File: src/rtl/cascade_pkg.sv
package cascade_pkg;

    typedef enum logic {
        KIND_LFSR = 1'b0,
        KIND_FCSR = 1'b1
    } reg_kind_e;

    // Seed spreading: rotate the seed within 'width' bits by 'idx', then mix in idx.
    function automatic logic [63:0] seed_word(input logic [63:0] seed,
                                              input int unsigned width,
                                              input int unsigned idx);
        logic [63:0] rot;
        rot = '0;
        for (int unsigned b = 0; b < 64; b++) begin
            if (b < width) rot[(b + idx) % width] = seed[b];
        end
        return rot ^ 64'(idx);
    endfunction

endpackage

File: src/rtl/cc_lfsr_cell.sv
module cc_lfsr_cell
#(
    parameter int W        = 16,
    parameter int SEED_W   = 16,
    parameter int SEED_IDX = 0,
    parameter logic [W-1:0] TAPS = W'(1)
)(
    input  logic              clk_i,
    input  logic              rst_i,
    input  logic              load_i,
    input  logic [SEED_W-1:0] seed_i,
    input  logic              adv_i,
    output logic              out_o
);
    import cascade_pkg::*;

    typedef struct packed {
        logic [W-1:0] sr;
    } lfsr_state_t;

    lfsr_state_t cur_q, nxt_d;
    logic [63:0] wide_seed;
    logic [W-1:0] init_word;

    always_comb begin
        wide_seed = seed_word(rst_i ? 64'd0 : 64'(seed_i), SEED_W, SEED_IDX);
        init_word = (wide_seed[W-1:0] == '0) ? W'(1) : wide_seed[W-1:0];

        nxt_d = cur_q;
        if (rst_i || load_i) begin
            nxt_d.sr = init_word;
        end else if (adv_i) begin
            nxt_d.sr = {^(cur_q.sr & TAPS), cur_q.sr[W-1:1]};
        end
    end

    always_ff @(posedge clk_i) begin
        cur_q <= nxt_d;
    end

    assign out_o = cur_q.sr[0];

endmodule

File: src/rtl/cc_fcsr_cell.sv
module cc_fcsr_cell
#(
    parameter int W        = 16,
    parameter int SEED_W   = 16,
    parameter int SEED_IDX = 0,
    parameter logic [W-1:0] TAPS = W'(1),
    localparam int MEM_W   = $clog2(W + 1),
    localparam int SUM_W   = MEM_W + 1
)(
    input  logic              clk_i,
    input  logic              rst_i,
    input  logic              load_i,
    input  logic [SEED_W-1:0] seed_i,
    input  logic              adv_i,
    output logic              out_o
);
    import cascade_pkg::*;

    typedef struct packed {
        logic [W-1:0]     sr;
        logic [MEM_W-1:0] mem;
    } fcsr_state_t;

    fcsr_state_t cur_q, nxt_d;
    logic [63:0] wide_seed;
    logic [W-1:0] init_word;
    logic [SUM_W-1:0] tally;

    always_comb begin
        wide_seed = seed_word(rst_i ? 64'd0 : 64'(seed_i), SEED_W, SEED_IDX);
        init_word = (wide_seed[W-1:0] == '0) ? W'(1) : wide_seed[W-1:0];

        tally = SUM_W'(cur_q.mem);
        for (int b = 0; b < W; b++) begin
            tally = tally + SUM_W'(cur_q.sr[b] & TAPS[b]);
        end

        nxt_d = cur_q;
        if (rst_i || load_i) begin
            nxt_d.sr  = init_word;
            nxt_d.mem = '0;
        end else if (adv_i) begin
            nxt_d.sr  = {tally[0], cur_q.sr[W-1:1]};
            nxt_d.mem = tally[SUM_W-1:1];
        end
    end

    always_ff @(posedge clk_i) begin
        cur_q <= nxt_d;
    end

    assign out_o = cur_q.sr[0];

endmodule

File: src/rtl/cc_stage.sv
module cc_stage
    import cascade_pkg::*;
#(
    parameter reg_kind_e KIND = KIND_LFSR,
    parameter int STAGE_IDX   = 0,
    parameter int M           = 5,
    parameter int LFSR_W      = 16,
    parameter int FCSR_W      = 16,
    parameter int SEED_W      = 16,
    parameter logic [LFSR_W-1:0] LFSR_TAPS = LFSR_W'(1),
    parameter logic [FCSR_W-1:0] FCSR_TAPS = FCSR_W'(1),
    localparam int AW         = $clog2(2 * M) + 1,
    localparam int CW         = AW - 1
)(
    input  logic              clk_i,
    input  logic              rst_i,
    input  logic              load_i,
    input  logic [SEED_W-1:0] seed_i,
    input  logic              adv_i,
    input  logic              pred_i,
    output logic              bit_o
);

    typedef struct packed {
        logic [CW-1:0] carry;
    } stage_state_t;

    stage_state_t cur_q, nxt_d;
    logic [M-1:0] cell_out;
    logic         adv_cells;
    logic         use_carry;
    logic [AW-1:0] acc;

    assign adv_cells = adv_i & pred_i;

    generate
        for (genvar r = 0; r < M; r++) begin : g_cell
            if (KIND == KIND_LFSR) begin : g_lfsr
                cc_lfsr_cell #(
                    .W        (LFSR_W),
                    .SEED_W   (SEED_W),
                    .SEED_IDX (STAGE_IDX * M + r),
                    .TAPS     (LFSR_TAPS)
                ) u_cell (
                    .clk_i  (clk_i),
                    .rst_i  (rst_i),
                    .load_i (load_i),
                    .seed_i (seed_i),
                    .adv_i  (adv_cells),
                    .out_o  (cell_out[r])
                );
            end else begin : g_fcsr
                cc_fcsr_cell #(
                    .W        (FCSR_W),
                    .SEED_W   (SEED_W),
                    .SEED_IDX (STAGE_IDX * M + r),
                    .TAPS     (FCSR_TAPS)
                ) u_cell (
                    .clk_i  (clk_i),
                    .rst_i  (rst_i),
                    .load_i (load_i),
                    .seed_i (seed_i),
                    .adv_i  (adv_cells),
                    .out_o  (cell_out[r])
                );
            end
        end
    endgenerate

    always_comb begin
        // Linear stages add when gated on; carry-feedback stages add when gated off.
        use_carry = ((KIND == KIND_LFSR) == pred_i);

        acc = AW'(cur_q.carry);
        for (int r = 0; r < M; r++) begin
            acc = acc + AW'(cell_out[r]);
        end

        bit_o = use_carry ? acc[0] : ((^cell_out) ^ pred_i);

        nxt_d = cur_q;
        if (rst_i || load_i) begin
            nxt_d.carry = '0;
        end else if (adv_i && use_carry) begin
            nxt_d.carry = acc[AW-1:1];
        end
    end

    always_ff @(posedge clk_i) begin
        cur_q <= nxt_d;
    end

endmodule

File: src/rtl/cascade_keystream_gen.sv
module cascade_keystream_gen
    import cascade_pkg::*;
#(
    parameter int N_STAGES       = 10,
    parameter int REGS_PER_STAGE = 5,
    parameter int LFSR_W         = 16,
    parameter int FCSR_W         = 16,
    parameter logic [LFSR_W-1:0] LFSR_TAPS = LFSR_W'('h002D),
    parameter logic [FCSR_W-1:0] FCSR_TAPS = FCSR_W'('h8029),
    localparam int SEED_W        = (LFSR_W > FCSR_W) ? LFSR_W : FCSR_W
)(
    input  logic              clk_i,
    input  logic              rst_i,
    input  logic              load_i,
    input  logic [SEED_W-1:0] seed_i,
    input  logic              enable_i,
    output logic              ks_bit_o,
    output logic              ks_valid_o
);

    typedef struct packed {
        logic ks_bit;
        logic ks_valid;
    } out_state_t;

    out_state_t out_q, out_d;
    logic [N_STAGES-1:0] stage_bits;
    logic                step;

    assign step = enable_i & ~load_i;

    generate
        for (genvar s = 0; s < N_STAGES; s++) begin : g_stage
            localparam reg_kind_e KIND_S = ((s % 2) == 0) ? KIND_LFSR : KIND_FCSR;
            logic pred;
            if (s == 0) begin : g_head
                assign pred = 1'b1;
            end else begin : g_link
                assign pred = stage_bits[s-1];
            end

            cc_stage #(
                .KIND      (KIND_S),
                .STAGE_IDX (s),
                .M         (REGS_PER_STAGE),
                .LFSR_W    (LFSR_W),
                .FCSR_W    (FCSR_W),
                .SEED_W    (SEED_W),
                .LFSR_TAPS (LFSR_TAPS),
                .FCSR_TAPS (FCSR_TAPS)
            ) u_stage (
                .clk_i  (clk_i),
                .rst_i  (rst_i),
                .load_i (load_i),
                .seed_i (seed_i),
                .adv_i  (step),
                .pred_i (pred),
                .bit_o  (stage_bits[s])
            );
        end
    endgenerate

    always_comb begin
        out_d = out_q;
        if (rst_i) begin
            out_d.ks_bit   = 1'b0;
            out_d.ks_valid = 1'b0;
        end else if (step) begin
            out_d.ks_bit   = stage_bits[N_STAGES-1];
            out_d.ks_valid = 1'b1;
        end else begin
            out_d.ks_valid = 1'b0;
        end
    end

    always_ff @(posedge clk_i) begin
        out_q <= out_d;
    end

    assign ks_bit_o   = out_q.ks_bit;
    assign ks_valid_o = out_q.ks_valid;

endmodule

File: config.mk
export PLATFORM = sky130hd
export DESIGN_NAME = cascade_keystream_gen
export DESIGN_NICKNAME = d
export VERILOG_FILES = /design/src/rtl/cascade_pkg.sv /design/src/rtl/cc_lfsr_cell.sv /design/src/rtl/cc_fcsr_cell.sv /design/src/rtl/cc_stage.sv /design/src/rtl/cascade_keystream_gen.sv
export SDC_FILE = /design/constraint.sdc
export NUM_CORES = 2
export LEC_CHECK = 0
export CORE_MARGIN = 8
export CORE_UTILIZATION = 25
export CTS_BUF_LIST = sky130_fd_sc_hd__clkbuf_8
export DETAILED_ROUTE_END_ITERATION = 8
export HOLD_SLACK_MARGIN = 0.05
export PLACE_DENSITY = 0.4
export RECOVER_POWER = 100
export SYNTH_ARGS = -nofsm -noshare
export SYNTH_HDL_FRONTEND = slang
export SYNTH_SLANG_ARGS = --single-unit
File: constraint.sdc
create_clock -name clk_i -period 9.7 [get_ports clk_i]
set_input_delay 1.94 -clock clk_i [delete_from_list [all_inputs] [get_ports clk_i]]
set_output_delay 1.94 -clock clk_i [all_outputs]
set_load 0.02 [all_outputs]
==> results by group <==
Layout
  – Nets: 4173
  – Layout area overhead: 13.7%
  – Fillcell total: between 15000 and 20000
  – Layout cells sized above 1: 7.01%
  – Commonest non-fill, non-tap cells in the layout: nand2_1, edfxtp_1, inv_1
  – Fin util: 28.5%
  – Most common cell after layout, fill and taps aside: nand2_1
  – Finished Layout Cells: 6479

Clock network
  – Root Buffer: clkbuf_8
  – CTS buffer count: approximately 180
  – Clock slew at reported path FFs: 60 ps
  – Post-CTS setup buffers: 0
  – Cts hold-fix bufs: 0
  – H-tree depth: 4
  – Sink Count: about 970
  – CTS max path bufs: 3
  – Clk_lat worst skew: 890 ps
  – # resized after CTS: 0
  – CTS tree: built

Outcome
  – Violated checks: max-capacitance violations, max-slew violations
  – Status: finished with violations

STA
  – Setup Skew: 50.6 ps
  – Fin. Hold Viols: 0
  – Fin crit share: 78.6%
  – Worst-Margin Slew: 3990 ps
  – Final setup fails: 0
  – Fmax: 131 MHz
  – RSZ-0062 raised after global routing: false
  – Min Tclk post-route: roughly 7600 ps
  – Max Slew Vio Count: 1102
  – Slew headroom: -166%
  – Final TNS setup: 0 ps

Synthesis
  – Post-synth EDFFs: 800
  – Sequential area share after synthesis: 62.0%
  – Post-synth ARST share: 0%
  – Synthesized net count: around 4100
  – Yosys warns: 0
  – Register bit total from synthesis: 967
  – Syn avg cell area: 11.2 µm²
  – Cells after Synth: 3957
  – Netlist cell types: 62
  – Mapped cell area: 0.0441 mm²
  – Synth Flop Type: edfxtp_1

Routing
  – Number of remaining DRC errors: 0
  – First-pass iteration count of the detailed router: 5
  – Antenna Nets Post-Route: 0
  – DR vias: roughly 29000
  – DR iter-0 viols: about 2200
  – WL per Instance: ~19 µm
  – Final wirelength: 126000 µm
  – Vias per cell: 4.45

Die
  – Core footprint: 0.176 mm²
  – Die area: ~0.19 mm²
  – Chip height: about 440 µm
  – Initial core utilization: 25.1%
  – Num ports: 22
  – Die span in x: 436 µm
  – Cell Rows: 154

Place
  – Gpl congestion: between 0.8 and 0.9
  – Hpwl dp: 74300 µm
  – Port Buf Inserts: 21
  – Placed cells: a little over 6000

Worst hold path
  – Hold Crit Class: reg2reg
  – Hold path depth: 2

Global route
  – GRT Total Usage: 13.0%
  – First-pass GRT wire length: 189000 µm
  – Initial antenna violation count: 14
  – Vias in the first global route: 28532
  – Grt ovf: 0
  – Largest net degree at the start of global routing: 147

Setup path
  – Worst EP arrival: a little over 8000 ps
  – Crit. End Element: flip-flop
  – Worst path required time: about 10000 ps
  – Crit path max fanout: 146
  – Max incr delay on CP: about 2100 ps
  – Critical Path Start Type: input pin
  – Setup CP Type: in2reg
  – CP most frequent cell: clkbuf_1
  – Critical-path top delay cell: clkbuf_1
  – R2R cell count: 16
  – Crit-path cells: clkbuf_1 -> nor2_1 -> clkbuf_1 -> buf_12 -> o21ai_0 -> buf_4
  – R2R setup slack: 2830 ps

Flow run
  – Max cap viols: 27

Power
  – Peak VDD IR: 126 µV
  – Cell Pwr Density: 236 mW/mm²
  – Leakage power: ~21 nW
## where the power goes
| group | switching [mW] | leakage [nW] | total, mW | internal (mW) |
|---|---|---|---|---|
| Clock | 1.84 | 1.99 | 3.76 | 1.92 |
| Sequential | 0.313 | 9.97 | 5.64 | 5.33 |
| Combinational | 1.61 | 8.93 | 2.44 | 0.830 |
| Total | 3.77 | 20.9 | 11.9 | 8.08 |
## cells in the mapped netlist (8+ instances only)
cell type,instances,area share [%]
edfxtp_1,800,54
inv_1,223,1.9
ha_1,65,1.8
buf_1,10,0.085
a21o_1,124,2.1
a31oi_1,15,0.21
xor2_1,33,0.65
nor2_1,244,2.1
dfxtp_1,167,7.6
o21a_1,9,0.15
o21ai_0,183,2.1
xnor2_1,134,2.7
nor3_1,16,0.18
mux2i_1,19,0.43
a211oi_1,56,0.95
nand2_1,1093,9.3
nor3b_1,15,0.26
clkbuf_1,192,1.6
nand3_1,19,0.22
and2_1,11,0.16
buf_2,19,0.22
a21oi_1,140,1.6
o211ai_1,39,0.66
fa_1,105,4.8
and3_1,9,0.13
nor4_1,8,0.11
nor2b_1,40,0.57
nand2b_1,39,0.55
o22ai_1,17,0.24
nand3b_1,24,0.41
## through the flow
step	power (mW)	cell area [µm²]	setup WS [ps]	hold WS, ps
6_report	11.9	50200	2080	447
5_1_grt	12.6	50200	1760	457
4_1_cts	12.1	50300	3720	447
3_5_place_dp	8.19	47000	3780	439
3_3_place_gp	8.19	47000	3860	435
2_1_floorplan	7.37	44100	355	422
## worst max-delay path by stage
| stage | start | slack (ps) | end |
|---|---|---|---|
| floorplan | flip-flop | 360 | flip-flop |
| global placement | flip-flop | 3860 | flip-flop |
| detailed placement | flip-flop | 3780 | flip-flop |
| CTS | flip-flop | 3720 | flip-flop |
| global route | load_i | 1760 | flip-flop |
| finish | load_i | 2080 | flip-flop |
## layer usage
layer	track usage, %	wire, µm	share of wire, %
met1	18.1	60000	48
met2	20.5	58100	46
met3	2.26	4880	3.9
met4	4.02	3210	2.5
met5	0	0	0
## critical path: cells and delay by family
kind | cells | cell delay, ps
AOI/OAI and AO/OA | 1 | 700
and+or+nand+nor | 1 | 1650
buffers and inverters | 4 | 3680
## logic make-up after synthesis
family,Yosys count,share of synthesized area (%)
AO/OA/AOI/OAI,623,8.79
flip-flops,967,62.0
adder cells (fa/ha/maj),170,6.61
multiplexers,24,0.558
XOR/XNOR,171,3.52
AND/OR/NAND/NOR,1554,14.6
buffers and inverters,448,3.93
## state kept, by name (all words and copies together), names as in the netlist
register / cells
g_stage.u_stage.g_cell.g_fcsr.u_cell.cur_q: 500
ks_valid_o: 1
g_stage.u_stage.cur_q: 40
ks_bit_o: 1
g_stage.u_stage.g_cell.g_lfsr.u_cell.cur_q: 400
g_stage.u_stage.g_cell.g_fcsr.u_cell.out_o: 25
## layout make-up
type	instances	area [µm²]	share of cell area (%)
antenna	4	10.0	0.0200
timing repair buffer	71	520	1.04
clock buffer	193	2660	5.29
clock inverter	139	707	1.41
tap	2340	2930	5.84
inverter	223	838	1.67
multi-input combinational	2542	15100	30.2
sequential	967	27400	54.6
(Power assumes the default switching activity.)
